## config.mk

```make
export PLATFORM = sky130hd
export DESIGN_NAME = desc_ring_engine
export DESIGN_NICKNAME = d
export VERILOG_FILES = /design/src/rtl/ring_eng_pkg.sv /design/src/rtl/ring_tail_ctr.sv /design/src/rtl/ring_addr_gen.sv /design/src/rtl/ring_rx_shaper.sv /design/src/rtl/desc_ring_engine.sv
export SDC_FILE = /design/constraint.sdc
export NUM_CORES = 1
export LEC_CHECK = 0
export BUFFER_PORTS_ARGS = -buffer_cell sky130_fd_sc_hd__buf_2
export CORE_AREA = 2 2 122 124
export CTS_BUF_LIST = sky130_fd_sc_hd__clkbuf_4
export CTS_CLUSTER_DIAMETER = 80
export CTS_CLUSTER_SIZE = 24
export DETAILED_ROUTE_END_ITERATION = 12
export DIE_AREA = 0 0 124 126
export PLACE_DENSITY = 0.66
export SYNTH_ARGS = -nofsm -noshare
export SYNTH_HDL_FRONTEND = slang
export SYNTH_SLANG_ARGS = --single-unit
```

## constraint.sdc

```tcl
create_clock -name clk -period 4.2 [get_ports clk]
set_clock_uncertainty 0.15 [all_clocks]
set_input_delay 0.63 -clock clk [delete_from_list [all_inputs] [get_ports clk]]
set_output_delay 0.63 -clock clk [all_outputs]
set_load 0.02 [all_outputs]
```

## src/rtl/ring_eng_pkg.sv

```systemverilog
package ring_eng_pkg;
   localparam int LEN_W  = 12;
   localparam int CODE_W = 4;
   localparam int FLG_W  = 12;
   localparam int NCODES = 1 << CODE_W;

   // Second 64-bit word of a descriptor; members listed MSB first.
   typedef struct packed {
      logic [31:0]       stamp;
      logic [FLG_W-1:0]  flags;
      logic [CODE_W-1:0] sof;
      logic [CODE_W-1:0] eof;
      logic [LEN_W-1:0]  len;
   } desc_word_t;
endpackage

```

## src/rtl/ring_tail_ctr.sv

```systemverilog
module ring_tail_ctr #(
   parameter int IW = 4
)(
   input  logic          clk,
   input  logic          rst_n,
   input  logic          clr,
   input  logic          adv,
   input  logic [IW-1:0] count,
   input  logic [IW-1:0] head,
   output logic [IW-1:0] tail,
   output logic          empty
);
   logic [IW-1:0] nxt;

   assign nxt   = tail + IW'(1);
   assign empty = (tail == head);

   always_ff @(posedge clk) begin
      if (!rst_n)
         tail <= '0;
      else if (clr)
         tail <= '0;
      else if (adv)
         tail <= (nxt == count) ? '0 : nxt;
   end
endmodule

```

## src/rtl/ring_addr_gen.sv

```systemverilog
module ring_addr_gen #(
   parameter int AW = 16,
   parameter int IW = 4
)(
   input  logic [AW-1:0] base,
   input  logic [IW-1:0] tail,
   output logic [AW-1:0] addr
);
   localparam int DESC_SHIFT = 4;   // 16-byte descriptors
   localparam int WORD1_OFS  = 8;   // length/code word offset

   assign addr = base + (AW'(tail) << DESC_SHIFT) + AW'(WORD1_OFS);
endmodule

```

## src/rtl/ring_rx_shaper.sv

```systemverilog
module ring_rx_shaper
   import ring_eng_pkg::*;
#(
   parameter int CKSUM_BYTES = 4,
   parameter int FRAME_CAP   = 256
)(
   input  logic              raw,
   input  logic [LEN_W-1:0]  len,
   input  logic [CODE_W-1:0] sof,
   input  logic [CODE_W-1:0] eof,
   input  logic [NCODES-1:0] sof_mask,
   input  logic [NCODES-1:0] eof_mask,
   input  logic [LEN_W-1:0]  max_frame,
   output logic              pass,
   output desc_word_t        word
);
   localparam logic [LEN_W-1:0] CAP = LEN_W'(FRAME_CAP);

   logic [LEN_W-1:0] stripped;
   logic [LEN_W-1:0] limit;
   logic [LEN_W-1:0] shaped;

   generate
      if (CKSUM_BYTES == 0) begin : g_no_cksum
         assign stripped = len;
      end else begin : g_cksum
         localparam logic [LEN_W-1:0] CK = LEN_W'(CKSUM_BYTES);
         always_comb begin
            if (raw)
               stripped = len;
            else if (len > CK)
               stripped = len - CK;
            else
               stripped = '0;
         end
      end
   endgenerate

   assign limit  = (max_frame > CAP) ? CAP : max_frame;
   assign shaped = (stripped > limit) ? limit : stripped;
   assign pass   = raw || (sof_mask[sof] && eof_mask[eof]);

   always_comb begin
      word       = '0;
      word.sof   = sof;
      word.eof   = eof;
      word.len   = shaped;
   end
endmodule

```

## src/rtl/desc_ring_engine.sv

```systemverilog
module desc_ring_engine
   import ring_eng_pkg::*;
#(
   parameter int AW          = 16,
   parameter int IW          = 4,
   parameter int CKSUM_BYTES = 4,
   parameter int FRAME_CAP   = 256
)(
   input  logic              clk,
   input  logic              rst_n,
   input  logic [31:0]       ring_opts,
   input  logic              dir_rx,
   input  logic [AW-1:0]     ring_base,
   input  logic [IW-1:0]     ring_count,
   input  logic [IW-1:0]     sw_head,
   input  logic [11:0]       rx_max_frame,
   input  logic [15:0]       sof_mask,
   input  logic [15:0]       eof_mask,
   output logic [IW-1:0]     ring_tail,
   output logic              mem_req,
   output logic              mem_we,
   output logic [AW-1:0]     mem_addr,
   output logic [63:0]       mem_wdata,
   input  logic              mem_ack,
   input  logic [63:0]       mem_rdata,
   input  logic              rx_valid,
   input  logic [11:0]       rx_len,
   input  logic [3:0]        rx_sof,
   input  logic [3:0]        rx_eof,
   output logic              rx_ready,
   output logic              tx_valid,
   output logic [11:0]       tx_len,
   output logic [3:0]        tx_sof,
   output logic [3:0]        tx_eof,
   output logic [11:0]       tx_flags,
   output logic              done,
   output logic              done_rx
);
   localparam int EN_BIT  = 31;
   localparam int RAW_BIT = 30;

   generate
      if (AW < IW + 5) begin : g_bad_aw
         $error("desc_ring_engine: AW too narrow for IW descriptors");
      end
      if (FRAME_CAP >= (1 << LEN_W)) begin : g_bad_cap
         $error("desc_ring_engine: FRAME_CAP exceeds length field");
      end
      if (CKSUM_BYTES < 0 || CKSUM_BYTES > 15) begin : g_bad_ck
         $error("desc_ring_engine: CKSUM_BYTES out of range");
      end
   endgenerate

   logic       ring_en, raw_mode;
   logic       busy_q, we_q;
   desc_word_t wdata_q;
   desc_word_t rx_word, rd_word;
   logic       rx_pass, ring_empty;
   logic       launch_tx, launch_rx, take_rx;
   logic       tail_adv, tail_clr;
   logic       unused_bits;

   assign ring_en  = ring_opts[EN_BIT];
   assign raw_mode = ring_opts[RAW_BIT];
   assign rd_word  = desc_word_t'(mem_rdata);
   assign unused_bits = ^{rd_word.stamp, ring_opts[29:0]};

   ring_rx_shaper #(
      .CKSUM_BYTES (CKSUM_BYTES),
      .FRAME_CAP   (FRAME_CAP)
   ) u_shape (
      .raw       (raw_mode),
      .len       (rx_len),
      .sof       (rx_sof),
      .eof       (rx_eof),
      .sof_mask  (sof_mask),
      .eof_mask  (eof_mask),
      .max_frame (rx_max_frame),
      .pass      (rx_pass),
      .word      (rx_word)
   );

   ring_tail_ctr #(.IW(IW)) u_tail (
      .clk   (clk),
      .rst_n (rst_n),
      .clr   (tail_clr),
      .adv   (tail_adv),
      .count (ring_count),
      .head  (sw_head),
      .tail  (ring_tail),
      .empty (ring_empty)
   );

   ring_addr_gen #(.AW(AW), .IW(IW)) u_addr (
      .base (ring_base),
      .tail (ring_tail),
      .addr (mem_addr)
   );

   assign take_rx   = !busy_q && ring_en && dir_rx && rx_valid && (!rx_pass || !ring_empty);
   assign launch_rx = take_rx && rx_pass;
   assign launch_tx = !busy_q && ring_en && !dir_rx && !ring_empty;
   assign tail_adv  = busy_q && mem_ack;
   assign tail_clr  = !busy_q && !ring_en;

   assign rx_ready  = take_rx;
   assign mem_req   = busy_q;
   assign mem_we    = we_q;
   assign mem_wdata = wdata_q;

   always_ff @(posedge clk) begin
      if (!rst_n) begin
         busy_q   <= 1'b0;
         we_q     <= 1'b0;
         wdata_q  <= '0;
         done     <= 1'b0;
         done_rx  <= 1'b0;
         tx_valid <= 1'b0;
         tx_len   <= '0;
         tx_sof   <= '0;
         tx_eof   <= '0;
         tx_flags <= '0;
      end else begin
         done     <= 1'b0;
         tx_valid <= 1'b0;
         if (busy_q) begin
            if (mem_ack) begin
               busy_q  <= 1'b0;
               done    <= 1'b1;
               done_rx <= we_q;
               if (!we_q) begin
                  tx_valid <= 1'b1;
                  tx_len   <= rd_word.len;
                  tx_sof   <= rd_word.sof;
                  tx_eof   <= rd_word.eof;
                  tx_flags <= rd_word.flags;
               end
            end
         end else if (launch_tx) begin
            busy_q <= 1'b1;
            we_q   <= 1'b0;
         end else if (launch_rx) begin
            busy_q  <= 1'b1;
            we_q    <= 1'b1;
            wdata_q <= rx_word;
         end
      end
   end
endmodule

```

==> flow_summary.toml <==
[timing]
fmax_mhz = 266
layout_min_cycle_time_ns = 3.76
finalHoldViolCount = 0
setup_viol_count_final = 0
fin_crit_sh_pct = 89.5
tightest_slew_ns = 0.873
slew_violations = 0
slew_headroom_pct = 41.3
rsz0062_at_grt = "false"
worst_slack_ns = 0.440

[setup_path]
rr_worst_depth = 5
reg2reg_to = "mem_req"
cp-start-kind = "input port"
rrSetupSlack_ns = 1.57
cp-startpoint = "rx_len[6]"
timing.rr.start = "u_tail.tail[0]"
endpoint = "mem_wdata[1]"
cp_max_fo = 3
path_class = "input port to flip-flop"
cp-end-kind = "flip-flop"
critPathArrivalTime_ns = 3.94
critPathRequiredTime_ns = 4.38

[final_layout]
syn2layout_area_growth_pct = 32.9
drive_gt1_share_pct = 39.6
diodes = 0
nFillCells = 1564
nNetsFinal = 850
regArea_um2 = 1220
post-route-util_pct = 35.8
multi_input_area_um2 = 2320
final_cell_area_um2 = 5120

[global_routing]
grt_pass1_vias = 3480
grt_util_all_layers_pct = 14.2
antenna_found_initial = 0
grt_pass1_wl_mm = 17.3
grt_start_max_net_pins = 34
grt_overflow = 0

[synth]
synth-seq-cells = 61
netlist_area_um2 = 3860
synth_cells = 434
synth_area_leaders = "dfxtp_1 (32%), buf_4 (9.3%), a22o_1 (7.3%), ha_1 (6.2%), mux4_2 (4.7%)"
syn_avg_cell_area_um2 = 8.89
synth_edf_count = 0
ys_warn_count = 0
synth_cell_types = 56
synth_ff_type = "dfxtp_1"
ys_seq_area_share_pct = 31.7
yosysTopAreaCellShare_pct = 31.7
yosysTopAreaCell = "dfxtp_1"
async_flop_share_pct = 0

[routing]
detail_route.vias_per_cell = 4.65
drc = 0
dr.pass1.iters = 4
drtAntennaViolNets = 0
wl_per_cell_um = 13.6
drtIter0Drc = 136
postRouteWirelength_mm = 11.3
vias = 3862

[placement]
post-dp-hpwl_mm = 9.17
port_buffers = 198
gp_congestion = 0.796
dpl_cell_area_um2 = 4960
place_worst_setup_slack_ns = -0.0133

[die]
die_area_um2 = 15600
die_w_um = 124
pin_count = 311
initial_core_util_pct = 26.9
die_y_um = 126
core-area_um2 = 14300
std_cell_rows = 44

[cts]
cts-resized-gates = 0
cts.clk_slew.worst_paths_ns = 0.11
clk_path_buf_depth = 2
cts_hold_buf = 0
cts_tree = "yes"
clockRootBuffer = "clkbuf_4"
cts_setup_buffers = 0
cts_made_buffers = 9
clock_latency_ns = 0.40
htreeDepth = 3
cts.sinks = 61

[power]
power_density_nw_per_um2 = 282
leakagePower_nw = 2.49
irDropWorstVdd_v = 0.000144

[job]
cap_violations = 0

[hold_path]
hold_depth = 2
hp-class = "input port to flip-flop"

[run_status]
status = "finished, final reports clean"
-- power by group --
part	total, mW	switching [mW]	leakage (nW)	internal [mW]
registers	0.610	0.0113	0.494	0.599
clock network	0.472	0.225	0.0803	0.247
logic	0.365	0.219	1.91	0.146
total	1.45	0.455	2.49	0.992
-- registers in the layout (all words and copies together) (netlist names) --
register	flops
done_rx	1
mem_wdata	20
tx_valid	1
u_tail.tail	4
tx_eof	4
mem_we	1
tx_sof	4
tx_len	12
tx_flags	12
done	1
mem_req	1
-- per-layer routing --
metal  routed length [um]  up-vias  global-route usage (%)
met5                    0        -                       0
met4                  188        0                    4.89
met3                 1020       15                    4.26
met2                 5420      190                    24.2
met1                 4640     1749                    16.7
li1                     -     1908                       -
-- worst min path at each step --
stage | from | to | slack (ns)
6_report | mem_rdata[13] | tx_eof[1] | 0.27
4_1_cts | mem_rdata[16] | tx_sof[0] | 0.23
5_1_grt | mem_rdata[13] | tx_eof[1] | 0.21
3_5_place_dp | done_rx | done_rx | 0.30
2_1_floorplan | mem_wdata[8] | mem_wdata[8] | 0.39
3_3_place_gp | mem_wdata[8] | mem_wdata[8] | 0.30
-- through the flow --
stage / std cells / total power, mW / hold WS (ns) / setup TNS [ns]
2_1_floorplan: 479 / 0.880 / 0.387 / 0
3_3_place_gp: 814 / 0.987 / 0.299 / 0
3_5_place_dp: 814 / 0.990 / 0.299 / -0.0133
4_1_cts: 830 / 1.47 / 0.230 / 0
5_1_grt: 830 / 1.53 / 0.214 / 0
6_report: 830 / 1.45 / 0.275 / 0
-- area by class of cell --
cell class / instances / area share (%)
Multi-Input combinational cell: 338 / 45.3
Sequential cell: 61 / 23.8
Timing Repair Buffer: 218 / 22.3
Tap cell: 184 / 4.49
Clock inverter: 6 / 1.71
Clock buffer: 10 / 1.46
Inverter: 13 / 0.952
-- layout by cell type (no fill, tap or decap), types with 7 or more instances in the layout --
cell type	count
nor2_1	20
nand2_1	26
o21ai_0	23
nand3_1	18
dfxtp_1	61
conb_1	47
inv_1	13
buf_4	20
xor2_1	12
a21oi_1	31
clkbuf_4	10
xnor2_1	11
ha_1	19
o211ai_1	7
a22o_1	32
buf_2	198
mux4_2	8
-- cells in the mapped netlist, drive strengths merged (3+ instances only) --
cell type and n:
a211oi 3, a21oi 31, a22o 32, a311oi 3, buf 51, clkbuf 16
dfxtp 61, ha 19, inv 13, mux2 3, mux2i 6, mux4 8
nand2 27, nand3 18, nand4 5, nand4b 3, nor2 22, nor2b 4
nor3 7, nor3b 4, nor4 3, o211ai 7, o21ai 26, or2 4
xnor2 11, xor2 12
-- cells by family (layout without fill, tap and decap cells) --
family / Yosys count / count (layout) / synth area share [%]
AO/OA/AOI/OAI: 123 / 123 / 22.2
AND/OR/NAND/NOR: 108 / 108 / 14.1
buffers and inverters: 80 / 247 / 12.9
flip-flops: 61 / 61 / 31.7
XOR/XNOR: 23 / 23 / 5.22
adder cells (fa/ha/maj): 20 / 20 / 6.68
multiplexers: 17 / 17 / 7.10
other: 2 / 47 / 0.195
-- critical path, cell delays in order --
cell and delay (ns):
buf_2 0.10, nor4_1 0.37, nand2_1 0.13, or4_1 0.49, mux2_2 0.32, ha_1 0.30, nand2_1 0.08, or3_1 0.39
or2_2 0.31, a21boi_1 0.22, mux2_2 0.37, a211oi_1 0.22
No activity file was read; power rests on OpenSTA's default activity.
